==> src/rtl/vcl_pkg.sv <==
package vcl_pkg;
  // Index width that never collapses to zero bits.
  function automatic int unsigned idx_bits(input int unsigned n);
    return (n < 2) ? 1 : $clog2(n);
  endfunction
endpackage

==> src/rtl/vcl_credit_tracker.sv <==
module vcl_credit_tracker #(
  parameter int NVC   = 2,
  parameter int DEPTH = 4,
  parameter int VCW   = 1,
  parameter int CW    = 3
) (
  input  logic                    clk,
  input  logic                    rst,
  input  logic                    snd_vld,
  input  logic [VCW-1:0]          snd_vc,
  input  logic                    ret_vld,
  input  logic [VCW-1:0]          ret_vc,
  output logic                    accept,
  output logic [NVC-1:0]          can_send,
  output logic [NVC-1:0][CW-1:0]  cnt
);

  assign accept = snd_vld && can_send[snd_vc];

  for (genvar v = 0; v < NVC; v++) begin : g_vc
    logic [CW-1:0] cnt_q, cnt_n;
    logic          ok_q;
    logic          take, give;

    assign take = accept  && (snd_vc == VCW'(v));
    assign give = ret_vld && (ret_vc == VCW'(v));

    always_comb begin
      cnt_n = cnt_q;
      if (give && !take)      cnt_n = cnt_q + 1'b1;
      else if (take && !give) cnt_n = cnt_q - 1'b1;
    end

    always_ff @(posedge clk) begin
      if (rst) begin
        cnt_q <= CW'(DEPTH);
        ok_q  <= 1'b1;
      end else begin
        cnt_q <= cnt_n;
        ok_q  <= (cnt_n != '0);
      end
    end

    assign cnt[v]      = cnt_q;
    assign can_send[v] = ok_q;

    // count stays within the buffer depth
    assert_cnt_ceiling_R8: assert property (@(posedge clk) disable iff (rst)
      cnt_q <= CW'(DEPTH));
    // a returned credit never arrives on a channel already full of credit
    assert_no_overflow_R8: assert property (@(posedge clk) disable iff (rst)
      (give && !take) |-> (cnt_q != CW'(DEPTH)));
    // a blocked send leaves the empty count at zero
    assert_blocked_send_R3: assert property (@(posedge clk) disable iff (rst)
      (snd_vld && snd_vc == VCW'(v) && cnt_q == '0 && !give) |=> (cnt_q == '0));
  end

endmodule

==> src/rtl/vcl_vc_buffer.sv <==
module vcl_vc_buffer #(
  parameter int NVC   = 2,
  parameter int DEPTH = 4,
  parameter int DW    = 16,
  parameter int VCW   = 1,
  parameter int CW    = 3
) (
  input  logic                    clk,
  input  logic                    rst,
  input  logic                    wr_en,
  input  logic [VCW-1:0]          wr_vc,
  input  logic [DW-1:0]           wr_data,
  input  logic                    rd_req,
  input  logic [VCW-1:0]          rd_vc,
  output logic                    pop,
  output logic [NVC-1:0]          avail,
  output logic [NVC-1:0][CW-1:0]  occ,
  output logic                    out_valid,
  output logic [VCW-1:0]          out_vc,
  output logic [DW-1:0]           out_data
);

  localparam int PW   = vcl_pkg::idx_bits(DEPTH);
  localparam int MEMD = 1 << PW;

  logic [DW-1:0] head_arr [NVC];
  logic          out_valid_q;
  logic [VCW-1:0] out_vc_q;

  assign pop = rd_req && avail[rd_vc];

  for (genvar v = 0; v < NVC; v++) begin : g_fifo
    logic [DW-1:0] mem [MEMD];
    logic [PW-1:0] wptr, rptr;
    logic [CW-1:0] level;
    logic [DW-1:0] head_q;
    logic          wr, rd;

    assign wr = wr_en && (wr_vc == VCW'(v));
    assign rd = pop   && (rd_vc == VCW'(v));

    // storage and registered read port, no reset
    always_ff @(posedge clk) begin
      if (wr) mem[wptr] <= wr_data;
      if (rd) head_q    <= mem[rptr];
    end

    always_ff @(posedge clk) begin
      if (rst) begin
        wptr  <= '0;
        rptr  <= '0;
        level <= '0;
      end else begin
        if (wr) wptr <= (wptr == PW'(DEPTH - 1)) ? '0 : wptr + 1'b1;
        if (rd) rptr <= (rptr == PW'(DEPTH - 1)) ? '0 : rptr + 1'b1;
        if (wr && !rd)      level <= level + 1'b1;
        else if (rd && !wr) level <= level - 1'b1;
      end
    end

    assign head_arr[v] = head_q;
    assign occ[v]      = level;
    assign avail[v]    = (level != '0);

    // the credit scheme keeps every buffer from overflowing
    assert_buf_no_overflow_R8: assert property (@(posedge clk) disable iff (rst)
      wr |-> (level != CW'(DEPTH)));
  end

  always_ff @(posedge clk) begin
    if (rst) begin
      out_valid_q <= 1'b0;
      out_vc_q    <= '0;
    end else begin
      out_valid_q <= pop;
      if (pop) out_vc_q <= rd_vc;
    end
  end

  assign out_valid = out_valid_q;
  assign out_vc    = out_vc_q;
  assign out_data  = head_arr[out_vc_q];

  // an accepted dequeue presents a flit on the following cycle
  assert_pop_output_R4: assert property (@(posedge clk) disable iff (rst)
    pop |=> out_valid);

endmodule

==> src/rtl/vcl_credit_pipe.sv <==
module vcl_credit_pipe #(
  parameter int NVC   = 2,
  parameter int DELAY = 4,
  parameter int VCW   = 1,
  parameter int CW    = 3
) (
  input  logic                    clk,
  input  logic                    rst,
  input  logic                    in_vld,
  input  logic [VCW-1:0]          in_vc,
  output logic                    out_vld,
  output logic [VCW-1:0]          out_vc,
  output logic [NVC-1:0][CW-1:0]  pend
);

  logic [DELAY-1:0] stg_v;
  logic [VCW-1:0]   stg_c [DELAY];

  always_ff @(posedge clk) begin
    if (rst) stg_v <= '0;
    else begin
      stg_v[0] <= in_vld;
      for (int i = 1; i < DELAY; i++) stg_v[i] <= stg_v[i-1];
    end
  end

  always_ff @(posedge clk) begin
    stg_c[0] <= in_vc;
    for (int i = 1; i < DELAY; i++) stg_c[i] <= stg_c[i-1];
  end

  assign out_vld = stg_v[DELAY-1];
  assign out_vc  = stg_c[DELAY-1];

  // credits in flight per channel
  always_comb begin
    pend = '0;
    for (int i = 0; i < DELAY; i++)
      for (int v = 0; v < NVC; v++)
        if (stg_v[i] && stg_c[i] == VCW'(v)) pend[v] = pend[v] + 1'b1;
  end

endmodule

==> src/rtl/vc_credit_link.sv <==
module vc_credit_link #(
  parameter int NUM_VC    = 2,
  parameter int BUF_DEPTH = 4,
  parameter int RET_DELAY = 4,
  parameter int DATA_W    = 16,
  localparam int VC_W     = vcl_pkg::idx_bits(NUM_VC)
) (
  input  logic              clk,
  input  logic              rst,
  input  logic              snd_valid,
  input  logic [VC_W-1:0]   snd_vc,
  input  logic [DATA_W-1:0] snd_data,
  output logic [NUM_VC-1:0] can_send,
  input  logic              deq_req,
  input  logic [VC_W-1:0]   deq_vc,
  output logic [NUM_VC-1:0] vc_ready,
  output logic              out_valid,
  output logic [VC_W-1:0]   out_vc,
  output logic [DATA_W-1:0] out_data,
  output logic              crd_valid,
  output logic [VC_W-1:0]   crd_vc
);

  localparam int CNT_W = $clog2(BUF_DEPTH + 1);

  logic                         accept;
  logic                         pop;
  logic [NUM_VC-1:0][CNT_W-1:0] credit_cnt;
  logic [NUM_VC-1:0][CNT_W-1:0] buf_occ;
  logic [NUM_VC-1:0][CNT_W-1:0] in_flight;

  vcl_credit_tracker #(
    .NVC(NUM_VC), .DEPTH(BUF_DEPTH), .VCW(VC_W), .CW(CNT_W)
  ) u_tracker (
    .clk(clk), .rst(rst),
    .snd_vld(snd_valid), .snd_vc(snd_vc),
    .ret_vld(crd_valid), .ret_vc(crd_vc),
    .accept(accept), .can_send(can_send), .cnt(credit_cnt)
  );

  vcl_vc_buffer #(
    .NVC(NUM_VC), .DEPTH(BUF_DEPTH), .DW(DATA_W), .VCW(VC_W), .CW(CNT_W)
  ) u_buffer (
    .clk(clk), .rst(rst),
    .wr_en(accept), .wr_vc(snd_vc), .wr_data(snd_data),
    .rd_req(deq_req), .rd_vc(deq_vc),
    .pop(pop), .avail(vc_ready), .occ(buf_occ),
    .out_valid(out_valid), .out_vc(out_vc), .out_data(out_data)
  );

  vcl_credit_pipe #(
    .NVC(NUM_VC), .DELAY(RET_DELAY), .VCW(VC_W), .CW(CNT_W)
  ) u_return (
    .clk(clk), .rst(rst),
    .in_vld(pop), .in_vc(deq_vc),
    .out_vld(crd_valid), .out_vc(crd_vc), .pend(in_flight)
  );

  for (genvar v = 0; v < NUM_VC; v++) begin : g_chk
    // credits are conserved across sender, buffer and return path
    assert_credit_conserve_R8: assert property (@(posedge clk) disable iff (rst)
      (int'(credit_cnt[v]) + int'(buf_occ[v]) + int'(in_flight[v])) == BUF_DEPTH);
  end

  // dequeue of an empty channel produces no output
  assert_empty_deq_R5: assert property (@(posedge clk) disable iff (rst)
    (deq_req && !vc_ready[deq_vc]) |=> !out_valid);

endmodule

==> config.mk <==
export PLATFORM = sky130hd
export DESIGN_NAME = vc_credit_link
export DESIGN_NICKNAME = d
export VERILOG_FILES = /design/src/rtl/vcl_pkg.sv /design/src/rtl/vcl_credit_tracker.sv /design/src/rtl/vcl_vc_buffer.sv /design/src/rtl/vcl_credit_pipe.sv /design/src/rtl/vc_credit_link.sv
export SDC_FILE = /design/constraint.sdc
export NUM_CORES = 1
export LEC_CHECK = 0
export BUFFER_PORTS_ARGS = -buffer_cell sky130_fd_sc_hd__buf_2
export CAP_MARGIN = 20
export CORE_MARGIN = 3
export CORE_UTILIZATION = 52
export DETAILED_ROUTE_END_ITERATION = 12
export PLACE_DENSITY_LB_ADDON = 0.1
export SLEW_MARGIN = 10
export SYNTH_ARGS = -nofsm -noshare
export SYNTH_HDL_FRONTEND = slang
export SYNTH_SLANG_ARGS = --single-unit
==> constraint.sdc <==
create_clock -name clk -period 4.34 [get_ports clk]
set_input_delay 0.217 -clock clk [delete_from_list [all_inputs] [get_ports clk]]
set_output_delay 0.217 -clock clk [all_outputs]
set_load 0.03 [all_outputs]
# --- After elaboration in Yosys (flattened, before gate mapping) ---
# Memories as Yosys holds them, arrays and structs flattened. A register that Yosys moved wholly into a read port is not among the register bits.
# Cells that the tools add are included.
totals:
  reg_bits: 28
  mem_bits_rw: 132
  inputBits: 22
  out_inout_bits: 24
  n_memories: 3
memory_table:
  columns: ["memory", "depth", "width", "read_ports", "rd_clocked_by_memory_dff", "wr", "line", "rtl"]
  rows:
  - ["u_buffer.g_fifo[0].mem", 4, 16, 1, 1, 1, "vcl_vc_buffer.sv:33", "logic [DW-1:0] mem [MEMD];"]
  - ["u_buffer.g_fifo[1].mem", 4, 16, 1, 1, 1, "vcl_vc_buffer.sv:33", null]
  - ["u_return.stg_c", 4, 1, 4, 0, 4, "vcl_credit_pipe.sv:17", "logic [VCW-1:0] stg_c [DELAY];"]
classes:
  add_sub_neg: 12
  n_lt_le_gt_ge: 3
  n_eq_ne: 4
  muxes: 23
  bitwise: 4
  n_reduce_logical: 28
ops:
  columns: ["op", "n"]
  rows:
  - ["$mux W16", 3]
  - ["$mux W3", 8]
  - ["$logic_and A1 B1 Y1", 16]
  - ["$add A3 B1 Y3 const B", 4]
  - ["$reduce_bool A3 Y1", 4]
  - ["$sub A3 B1 Y3 const B", 4]
  - ["$add A2 B1 Y2 const B", 4]
  - ["$eq A2 B2 Y1 const B", 4]
  - ["$mux W1", 8]
  - ["$mux W2", 4]
  - ["$logic_not A1 Y1", 6]
  - ["$lt A1 B2 Y1 const B", 2]
  - ["$reduce_bool A2 Y1", 2]
  - ["$not A1 Y1", 3]
  - ["$ge A2 B2 Y1 const B", 1]
  - ["$not A1 Y2", 1]

# --- Longest topological paths before layout ---
# Gate-level depths: netlist of run 1.
depth:
  word_depth: 8
  mapped_depth: 9
  mapped_depth_nobuf: 9

# --- Modules after synthesis ---
# Synthesis of run 1 repeated with hierarchy kept, for this count alone.
unflattened:
  hier_cells: 432
  area_unflattened_um2: 7728.7
modules_own_cells:
  columns: ["mod", "n_inst", "cells_per_inst", "area_per_inst_um2", "seq_area_each_um2"]
  rows:
  - ["vcl_vc_buffer", 1, 320, 6729.0, 5124.9]
  - ["vcl_credit_tracker", 1, 64, 536.8, 160.2]
  - ["vcl_credit_pipe", 1, 48, 462.9, 160.2]

# --- Worst setup path before layout of run 1 ---
# No wires, ideal clock.
synth_timing:
  path_kind: "register -> register"
  start: "register u_buffer.g_fifo[0].level[0]"
  end: "register u_buffer.g_fifo[0].level[2]"
  setup_time_ns: 0.070
  arrival_time_ns: 2.387
  required_ns: 4.270
  path_slack_ns: 1.882
  path_stages_with_launch: 10
  path_buffers: 0
  period_less_slack_ns: 2.458
  path_cell_list: "dfxtp_1 -> o31ai_1 -> nor2_1 -> inv_1 -> ha_1 -> inv_1 -> fa_1 -> xor2_1 -> or3_1 -> a21oi_1"
synth_between:
  elab_chain_len: 8
synth_rtl:
  columns: ["item", "line", "rtl"]
  rows:
  - ["start, declared", "vcl_vc_buffer.sv:35", "logic [CW-1:0] level;"]
  - ["start signal, assigned", "vcl_vc_buffer.sv:56", "if (wr && !rd) level <= level + 1'b1;"]
  - ["start signal, assigned", "vcl_vc_buffer.sv:57", "else if (rd && !wr) level <= level - 1'b1;"]
  - ["$reduce_bool A3 Y1 *", "vcl_vc_buffer.sv:63", "assign avail[v] = (level != '0);"]
  - ["$mux W1 (implied by the code) * (2 in series)", "vcl_vc_buffer.sv:30", "assign pop = rd_req && avail[rd_vc];"]
  - ["$logic_and A1 B1 Y1 *", "vcl_vc_buffer.sv:30", null]
  - ["$logic_and A1 B1 Y1 *", "vcl_vc_buffer.sv:40", "assign rd = pop && (rd_vc == VCW'(v));"]
  - ["net u_buffer.g_fifo[0].rd", "vcl_vc_buffer.sv:37", "logic wr, rd;"]
  - ["$logic_not A1 Y1", "vcl_vc_buffer.sv:56", null]
  - ["$logic_and A1 B1 Y1", "vcl_vc_buffer.sv:56", null]
  - ["$mux W3 / $reduce_bool A2 Y1 (equally long branches)", null, null]
# The timed path passes the listed nets; every way through them passes the cells marked *. The select of a mux whose other input is x is not followed.
# A chain may end at the register's enable or synchronous reset.

# --- Worst setup path in the final report of run 1 ---
# Ends and elaborated chain as after synthesis.

==> results of run 1 <==
## cells by family after synthesis
logic type | after synthesis
AO/OA/AOI/OAI | 25
XOR/XNOR | 7
adder cells (fa/ha/maj) | 19
buffers and inverters | 30
flip-flops | 191
multiplexers | 55
AND/OR/NAND/NOR | 64
## cell type report
| cell class | count | area share |
|---|---|---|
| Clock buffer | 19 | 0.0514 |
| Inverter | 14 | 0.00624 |
| Timing Repair Buffer | 49 | 0.0306 |
| Tap cell | 176 | 0.0261 |
| Clock inverter | 13 | 0.0282 |
| Sequential cell | 191 | 0.644 |
| Multi-Input combinational cell | 170 | 0.213 |
## per-stage QoR
stage | setup WS, ns | area, um^2 | hold WS [ns]
finish | 1.88 | 8420 | 0.0647
global route | 1.68 | 8420 | 0.0523
CTS | 1.88 | 8420 | 0.0430
detailed placement | 1.89 | 7740 | 0.312
global placement | 2.00 | 7740 | 0.319
floorplan | 1.88 | 7360 | 0.245
## registers in the layout (all words and copies together) (netlist names)
signal	flops
u_buffer.g_fifo.rptr	4
u_return.stg_v	4
u_return.stg_c	4
u_buffer.g_fifo.wptr	4
u_buffer.out_vc	1
u_tracker.g_vc.ok_q	2
u_tracker.g_vc.cnt_q	6
u_buffer.g_fifo.mem	128
u_buffer.g_fifo.head_q	32
u_buffer.g_fifo.level	6
## critical path: stages (launching register included)
cell and delay [ns]:
dfxtp_1 0.36, o31ai_1 0.41, nor2_2 0.04, buf_4 0.24, inv_1 0.09, ha_1 0.17, inv_1 0.06, fa_1 0.37
xor2_1 0.16, or3_1 0.31, a21oi_1 0.16
## power by group through the flow
stage | clock network, uW | logic (uW) | registers [uW]
detailed placement | 0 | 554 | 2220
finish | 1730 | 545 | 2180
floorplan | 0 | 418 | 2190
CTS | 1770 | 557 | 2180
global route | 1840 | 597 | 2190
global placement | 0 | 539 | 2210
## timing repair
action	in CTS	in global routing
endpoints found under the setup margin	0	0
hold buffers	1	0
setup buffers	0	0
hold endpoints to repair	1	0
## layer usage
| metal | share of wire | wire length, um | GRT usage | up-vias |
|---|---|---|---|---|
| met3 | 0.030 | 382 | 0.0473 | 8 |
| met5 | 0 | 0 | 0 | - |
| met4 | 0.010 | 129 | 0.0440 | 0 |
| met1 | 0.44 | 5750 | 0.224 | 1794 |
| met2 | 0.52 | 6660 | 0.299 | 46 |
| li1 | - | - | - | 1621 |
## worst max path at each step
stage | depth (start not counted) | to | from
after global placement | 10 | u_buffer.g_fifo[0].level[2]$_SDFFE_PP0P_ | u_buffer.g_fifo[0].level[0]$_SDFFE_PP0P_
after global routing | 10 | u_buffer.g_fifo[0].level[2]$_SDFFE_PP0P_ | u_buffer.g_fifo[0].level[0]$_SDFFE_PP0P_
after floorplan | 9 | u_buffer.g_fifo[0].level[2]$_SDFFE_PP0P_ | u_buffer.g_fifo[0].level[0]$_SDFFE_PP0P_
final | 10 | u_buffer.g_fifo[0].level[2]$_SDFFE_PP0P_ | u_buffer.g_fifo[0].level[0]$_SDFFE_PP0P_
after CTS | 10 | u_buffer.g_fifo[0].level[2]$_SDFFE_PP0P_ | u_buffer.g_fifo[0].level[0]$_SDFFE_PP0P_
after detailed placement | 10 | u_buffer.g_fifo[0].level[2]$_SDFFE_PP0P_ | u_buffer.g_fifo[0].level[0]$_SDFFE_PP0P_
## synthesized netlist by cell type, types with 2 or more instances
library cell	n	area (um^2)
edfxtp_1	160	4800
mux4_2	32	721
dfxtp_1	31	621
ha_1	16	200
mux2_2	16	180
nor2_1	16	60.1
inv_1	12	45.0
nand2_1	11	41.3
a21oi_1	10	50.1
and2_1	9	56.3
mux2i_1	7	70.1
or3_1	6	37.5
buf_2	5	25.0
buf_4	5	37.5
clkbuf_1	5	18.8
nor2b_1	5	31.3
o21ai_0	5	25.0
nor3_1	4	20.0
xor2_1	4	35.0
xnor2_1	3	26.3
and3_1	2	12.5
fa_1	2	40.0
inv_2	2	7.51
nand2b_1	2	12.5
nand3_1	2	10.0
==> impl_summary.log, run 1 <==
[metrics] final-report hold violation count: 0
[metrics] arithmetic-cell share of the synthesized area counting full adders, half adders and majority gates: 0.0340
[metrics] sink count of the clock tree: around 190
[metrics] Tot GR Track Use: 0.175
[metrics] share of synthesized area occupied by flip-flops and latches: 0.737
[metrics] commonest non-fill, non-tap cells in the layout: edfxtp_1 (160), buf_2 (45), mux4_2 (32)
[metrics] antenna diode count: 0
[metrics] achievable frequency: ~0.4 GHz
[metrics] compound-gate portion of the synthesized area: 0.0209
[metrics] die extent in x: between 100 and 150 um
[metrics] aggregate global routing overflow: 0
[metrics] final routed wire length divided by cell count: between 20 and 25 um
[metrics] gpl congestion: 0.751
[metrics] Post-Synthesis Mean Instance Area: roughly 19 um^2
[metrics] most common cell after layout, fill and taps aside: edfxtp_1
[metrics] multi-input gate area in the final layout: around 1800 um^2
[metrics] P_leak: between 0.002 and 0.003 uW
[metrics] worst clock skew: about 0.008 ns
[metrics] areal power density over the cells: around 530 nW/um^2
[metrics] floorplan row count: 42
[metrics] via density per instance: 5.49
[metrics] Comb pwr share: 0.122
[metrics] pin count of the biggest net entering global routing: 28
[metrics] internal power: 3420 uW
[metrics] overall power after layout: about 4500 uW
[metrics] initial drt markers: ~240
[metrics] share of synthesized flip-flops with an asynchronous set or reset: 0
[metrics] HPWL after detailed placement: a little under 8000 um
[metrics] commonest register cell after synthesis: edfxtp_1
[metrics] die footprint: around 16000 um^2
[metrics] Peak supply drop: between 0.2 and 0.3 mV
[metrics] global-route wire length before repair: 20400 um
[metrics] First-pass DRT Iterations: 4
[metrics] combined area of all synthesized cells: 7360 um^2
[metrics] area inside the core boundary: 13600 um^2
[metrics] number of nets in the layout: about 480
[metrics] residual DRC count: 0
[metrics] Initial Utilization: 0.543
[metrics] remaining antenna violation count after routing: 0
[metrics] post_cts resized: 0
[metrics] Die Span Y: about 120 um
[metrics] data required time of the worst path: roughly 4.7 ns
[metrics] type of the most critical hold path: input port to flip-flop
[metrics] io pins: 46
[metrics] via count: 3469
[metrics] run status: complete, no violations
[metrics] end of the worst register-to-register path: u_buffer.g_fifo[0].level[2]$_SDFFE_PP0P_
[metrics] latest clock arrival within the worst-skew pair: 0.42 ns
[metrics] crit share post-route: 0.566
[metrics] clock transition time at the flip-flop clock pins of the worst setup and hold paths: 0.07 ns
[metrics] share of power burned in registers: 0.489
[metrics] # placed instances: ~600
[metrics] highest fanout seen on the critical path: 19
[metrics] CP endpoint kind: flip-flop
[metrics] part of the total power dissipated in the clock network: 0.389
[metrics] number of warnings issued by yosys: 0
[metrics] setup slack on the worst flop-to-flop path: around 1.9 ns
[metrics] cell at the root of the clock tree: clkbuf_16
[metrics] worst slew pin tran: ~1.1 ns
[metrics] switching part of the total power: 0.232
[metrics] Max Transition Viols Final: 0
[metrics] startpoint-to-endpoint class of the critical path: flip-flop to flip-flop
[metrics] setup TNS: 0 ns
[metrics] syn nets: 431
[metrics] layout cell share with drive strength beyond 1: 0.296
[metrics] Worst Hold Path EP: u_buffer.g_fifo[1].mem[0][14]$_DFFE_PP_
[metrics] Post-Syn Instances: roughly 400
[metrics] combinational family with the most area after synthesis: multiplexers
[metrics] Post-synth EDFFs: between 150 and 200
[metrics] via count of the first global-routing pass: between 3000 and 4000
[metrics] Post-Synth Simple-Gate Area: 0.0486
[metrics] number of H-tree levels: 4
[metrics] WP data arrival: 2.80 ns
[metrics] CTS buffer count: 17
[metrics] worst flop-to-flop path startpoint: u_buffer.g_fifo[0].level[0]$_SDFFE_PP0P_
[metrics] number of inserted filler cells in the final layout: about 1000
[metrics] sw power: ~1000 uW
[metrics] min cycle time layout: between 2 and 2.5 ns
[metrics] Yosys cell types: between 40 and 50
[metrics] Register-to-Register Path Depth: 10
[metrics] setup repair after global routing missed its margin: false
[metrics] CTS tree: done
[metrics] area share of xor/xnor cells in the synthesized design: 0.00833
[metrics] number of instances on the worst hold path: 1
[metrics] register bit total from synthesis: about 190
[metrics] max-cap violation count: 0
[metrics] total routed wirelength: approximately 13000 um
[metrics] Hold Crit Start: snd_data[14]
[metrics] CP startpoint kind: flip-flop
[metrics] post-synthesis mux area share: 0.132
[metrics] number of endpoints failing setup at the final stage: 0
[metrics] area of all sequential standard cells: about 5400 um^2
[metrics] share of the core filled with cells in the final layout: 0.621
[metrics] worst slew slack as a fraction of its limit: 0.274
[metrics] number of standard cells in the final layout excluding fillers: about 630
[metrics] relative area change from synthesis to final layout: 14.5%
[metrics] Buffers on Ports: between 40 and 50
[metrics] initial antenna violation count: 0
[metrics] buffers from clock root to sink, at most: 2
Note: power is estimated with default switching activity, not from simulation.
==> inputs of run 2 (changes only) <==
--- a/config.mk
+++ b/config.mk
@@ -5,6 +5,7 @@
 export SDC_FILE = /design/constraint.sdc
 export NUM_CORES = 1
 export LEC_CHECK = 0
+export ABC_AREA = 1
 export BUFFER_PORTS_ARGS = -buffer_cell sky130_fd_sc_hd__buf_2
 export CAP_MARGIN = 20
 export CORE_MARGIN = 3
==> constraint.sdc (replaced) <==
create_clock -name clk -period 2.31 [get_ports clk]
set_input_delay 0.1155 -clock clk [delete_from_list [all_inputs] [get_ports clk]]
set_output_delay 0.1155 -clock clk [all_outputs]
set_load 0.03 [all_outputs]
==> run 2 against run 1 <==
First-iteration DRC count is 73% higher; synthesized area is 1.2% higher; critical path type unchanged; register-to-register slack got worse by 1.6 ns; die area increased by 1.1%; sequential cell count is the same; cell count up 32%; via count rose by 32%; sequential share of layout area shrank 1.3 points; design area is 2.1% higher; clock power rose by 54%.
==> impl_summary.log, run 2 <==
[metrics] min cycle time layout: 2.04 ns (-0.424 ns)
[metrics] worst-path cell with the longest stage delay: fa_1
[metrics] max reg flops: 128 (unchanged)
[metrics] setup repair after global routing missed its margin: false
[metrics] number of standard cells in the final layout excluding fillers: 835 (+32%)
[metrics] CTS tree: done
[metrics] floorplan row count: 43 (+2.4%)
[metrics] final-report hold violation count: 0 (unchanged)
[metrics] max-cap violation count: 0 (unchanged)
[metrics] share of synthesized flip-flops with an asynchronous set or reset: 0 (unchanged)
[metrics] register with the highest flop count: u_buffer.g_fifo.mem
[metrics] CP startpoint kind: flip-flop
[metrics] number of H-tree levels: 4 (unchanged)
[metrics] Worst path max stage delay: 0.40 ns (about the same)
[metrics] arithmetic-cell share of the synthesized area counting full adders, half adders and majority gates: 0.0323 (-0.00173)
[metrics] P_leak: 0.00317 uW (+9.5%)
[metrics] run status: complete, no violations
[metrics] number of endpoints failing setup at the final stage: 0 (unchanged)
[metrics] CP endpoint kind: flip-flop
[metrics] via count of the first global-routing pass: 4667 (+28%)
[metrics] commonest register cell after synthesis: edfxtp_1
[metrics] cell at the root of the clock tree: clkbuf_16
[metrics] gpl congestion: 0.789 (+5.1%)
[metrics] number of instances on the worst hold path: 3 (+2)
[metrics] initial antenna violation count: 0 (unchanged)
[metrics] fraction of synthesized cell area taken by the top area cell type: 0.646 (-0.00747)
[metrics] crit share post-route: 0.881 (+0.314)
[metrics] startpoint-to-endpoint class of the critical path: flip-flop to flip-flop
[metrics] Yosys cell types: 25 (-43%)
[metrics] register bit total from synthesis: 191 (unchanged)
[metrics] antenna diode count: 0 (unchanged)
[metrics] count leader, synth: edfxtp_1
[metrics] Initial Utilization: 0.534 (-0.00856)
[metrics] commonest non-fill, non-tap cells in the layout: edfxtp_1 (160), nor2_1 (83), o21ai_0 (76)
[metrics] residual DRC count: 0 (unchanged)
[metrics] Register-to-Register Path Depth: 10 (unchanged)
[metrics] worst slew slack as a fraction of its limit: 0.502 (+0.228)
[metrics] setup TNS: 0 ns (unchanged)
[metrics] Peak supply drop: 0.586 mV (+100%)
[metrics] global-route wire length before repair: 24900 um (+22%)
[metrics] area inside the core boundary: 13900 um^2 (+2.8%)
[metrics] die extent in x: 126 um (+0.55%)
[metrics] via count: 4579 (+32%)
[metrics] combinational family with the most area after synthesis: compound AO/OA/AOI/OAI gates
[metrics] areal power density over the cells: 887 nW/um^2 (+68%)
[metrics] WP data arrival: 2.35 ns (-0.45 ns)
[metrics] total routed wirelength: 15700 um (+22%)
[metrics] achievable frequency: 0.491 GHz (+21%)
[metrics] data required time of the worst path: 2.62 ns (-2.06 ns)
[metrics] CTS buffer count: 17 (unchanged)
[metrics] sink count of the clock tree: 191 (unchanged)
[metrics] highest fanout seen on the critical path: 6 (-13)
[metrics] Post-Synthesis Mean Instance Area: 13.1 um^2 (-30%)
[metrics] latest clock arrival within the worst-skew pair: 0.43 ns (about the same)
[metrics] number of nets in the layout: 682 (+41%)
[metrics] worst slew pin tran: 0.746 ns (-0.342 ns)
[metrics] layout cell share with drive strength beyond 1: 0.174 (-0.122)
[metrics] First-pass DRT Iterations: 5 (+1)
[metrics] share of synthesized area occupied by flip-flops and latches: 0.729 (-0.00843)
[metrics] die footprint: 15800 um^2 (+1.1%)
[metrics] Buffers on Ports: 45 (unchanged)
[metrics] pin count of the biggest net entering global routing: 35 (+25%)
[metrics] buffers from clock root to sink, at most: 2 (unchanged)
[metrics] remaining antenna violation count after routing: 0 (unchanged)
[metrics] io pins: 46 (unchanged)
[metrics] type of the most critical hold path: input port to flip-flop
[metrics] worst clock skew: 0.00842 ns (+0.000417 ns)
[metrics] largest registers: u_buffer.g_fifo.mem x128, u_buffer.g_fifo.head_q x32
[metrics] setup slack on the worst flop-to-flop path: 0.27 ns (-1.61 ns)
[metrics] number of warnings issued by yosys: 0 (unchanged)
[metrics] Post-synth EDFFs: 160 (unchanged)
[metrics] ordered cell list for the critical path: inv_1 > nand3_1 > nand3_1 > ha_1 > inv_1 > fa_1 > a21oi_1 > o21ai_0 > o21ai_0 > a21oi_1
[metrics] cell types with the largest area share after synthesis: edfxtp_1 (65%), dfxtp_1 (8.3%), o21ai_0 (5.1%)
[metrics] Tot GR Track Use: 0.208 (+0.0334)
[metrics] aggregate global routing overflow: 0 (unchanged)
[metrics] area share of xor/xnor cells in the synthesized design: 0 (-0.00833)
[metrics] clock transition time at the flip-flop clock pins of the worst setup and hold paths: 0.07 ns (about the same)
[metrics] final routed wire length divided by cell count: 18.9 um (-7.7%)
[metrics] syn nets: 609 (+41%)
[metrics] Max Transition Viols Final: 0 (unchanged)
[metrics] Post-Synth Simple-Gate Area: 0.0778 (+0.0292)
[metrics] via density per instance: 5.48 (about the same)
[metrics] combined area of all synthesized cells: 7440 um^2 (+1.2%)
[metrics] initial drt markers: 408 (+73%)
[metrics] Post-Syn Instances: 569 (+46%)
[metrics] Die Span Y: 126 um (+0.55%)
[metrics] cell type with the highest aggregate area in the netlist: edfxtp_1
[metrics] compound-gate portion of the synthesized area: 0.0955 (+0.0746)
[metrics] post-synthesis mux area share: 0.0242 (-0.108)
[metrics] relative area change from synthesis to final layout: 15.6%
[metrics] most common cell after layout, fill and taps aside: edfxtp_1
[metrics] top post-synthesis cells by count: edfxtp_1 (160), nor2_1 (83), o21ai_0 (76)
[metrics] HPWL after detailed placement: 9360 um (+20%)
[metrics] # placed instances: 786 (+31%)
## run 2: cell types whose count changed after synthesis, sizes merged, moves of 11 or more
cell,previous run,this run
o21ai,5,79
nor2,16,86
inv,14,47
mux4,32,0
o22ai,1,32
nand2,11,32
nand3,3,17
clkbuf,5,16
## run 2: report_power, final
| group | total, uW | switching [uW] | internal [uW] | leakage, uW |
|---|---|---|---|---|
| registers | 4000 | 61.8 | 3940 | 0.00171 |
| clock network | 2660 | 1200 | 1460 | 0.000255 |
| logic | 970 | 659 | 311 | 0.00120 |
## run 2: kinds of logic (layout without fill, tap and decap cells)
family,Yosys count,in the layout
AOI/OAI and AO/OA,133,133
adders and majority gates,18,18
buffers and inverters,73,159
DFF,191,191
muxes,16,16
and+or+nand+nor,138,138
## run 2: per-stage QoR
stage / power [uW] / cell area [um^2] / hold slack [ns] / worst slack, ns / util
final: 7630 / 8600 / 0.0164 / 0.275 / 0.617
after floorplan: 4700 / 7440 / 0.143 / 0.256 / -
after CTS: 7690 / 8600 / 0.00254 / 0.333 / 0.617
after global routing: 7950 / 8600 / 0.0445 / 0.0693 / 0.617
after detailed placement: 5020 / 7900 / 0.269 / 0.384 / 0.567
after global placement: 4980 / 7900 / 0.275 / 0.508 / 0.567
## run 2: metal layers
layer / track usage / vias to the layer above / wire length [um]
li1: - / 2177 / -
met1: 0.278 / 2263 / 6870
met2: 0.340 / 114 / 7810
met3: 0.0547 / 25 / 738
met4: 0.0593 / 0 / 325
met5: 0 / - / 0
## run 2: final cells by class
type	count	area [um^2]
Timing Repair Buffer	80	531
Fill cell	1095	5340
Clock inverter	13	98.8
Clock buffer	19	433
Tap cell	180	225
Inverter	47	176
Sequential cell	191	5430
Multi-Input combinational cell	305	1710
## run 2: timing repair
item                                    CTS  global route
setup buffers                             0             0
gates resized for setup                   0             0
endpoints found under the setup margin    0             0
hold endpoints to repair                129             0
hold buffers                             17             0
## run 2: final timing paths
| path | start | end |
|---|---|---|
| hold reg to reg | u_return.stg_c[1]$_DFF_P_ | u_return.stg_c[2]$_DFF_P_ |
| setup reg to reg | u_buffer.g_fifo[0].level[0]$_SDFFE_PP0P_ | u_buffer.g_fifo[0].level[2]$_SDFFE_PP0P_ |
| hold / removal | deq_req | u_return.stg_v[0]$_SDFF_PP0_ |
| setup / recovery | u_buffer.g_fifo[0].level[0]$_SDFFE_PP0P_ | u_buffer.g_fifo[0].level[2]$_SDFFE_PP0P_ |
## run 2: worst max-delay path, delay by kind of cell, from the launching register on
| family | cells | cell delay (ns) |
|---|---|---|
| compound gates | 4 | 0.53 |
| fa+ha+maj | 2 | 0.58 |
| flops | 1 | 0.33 |
| simple gates | 2 | 0.29 |
| buf+inv | 2 | 0.20 |
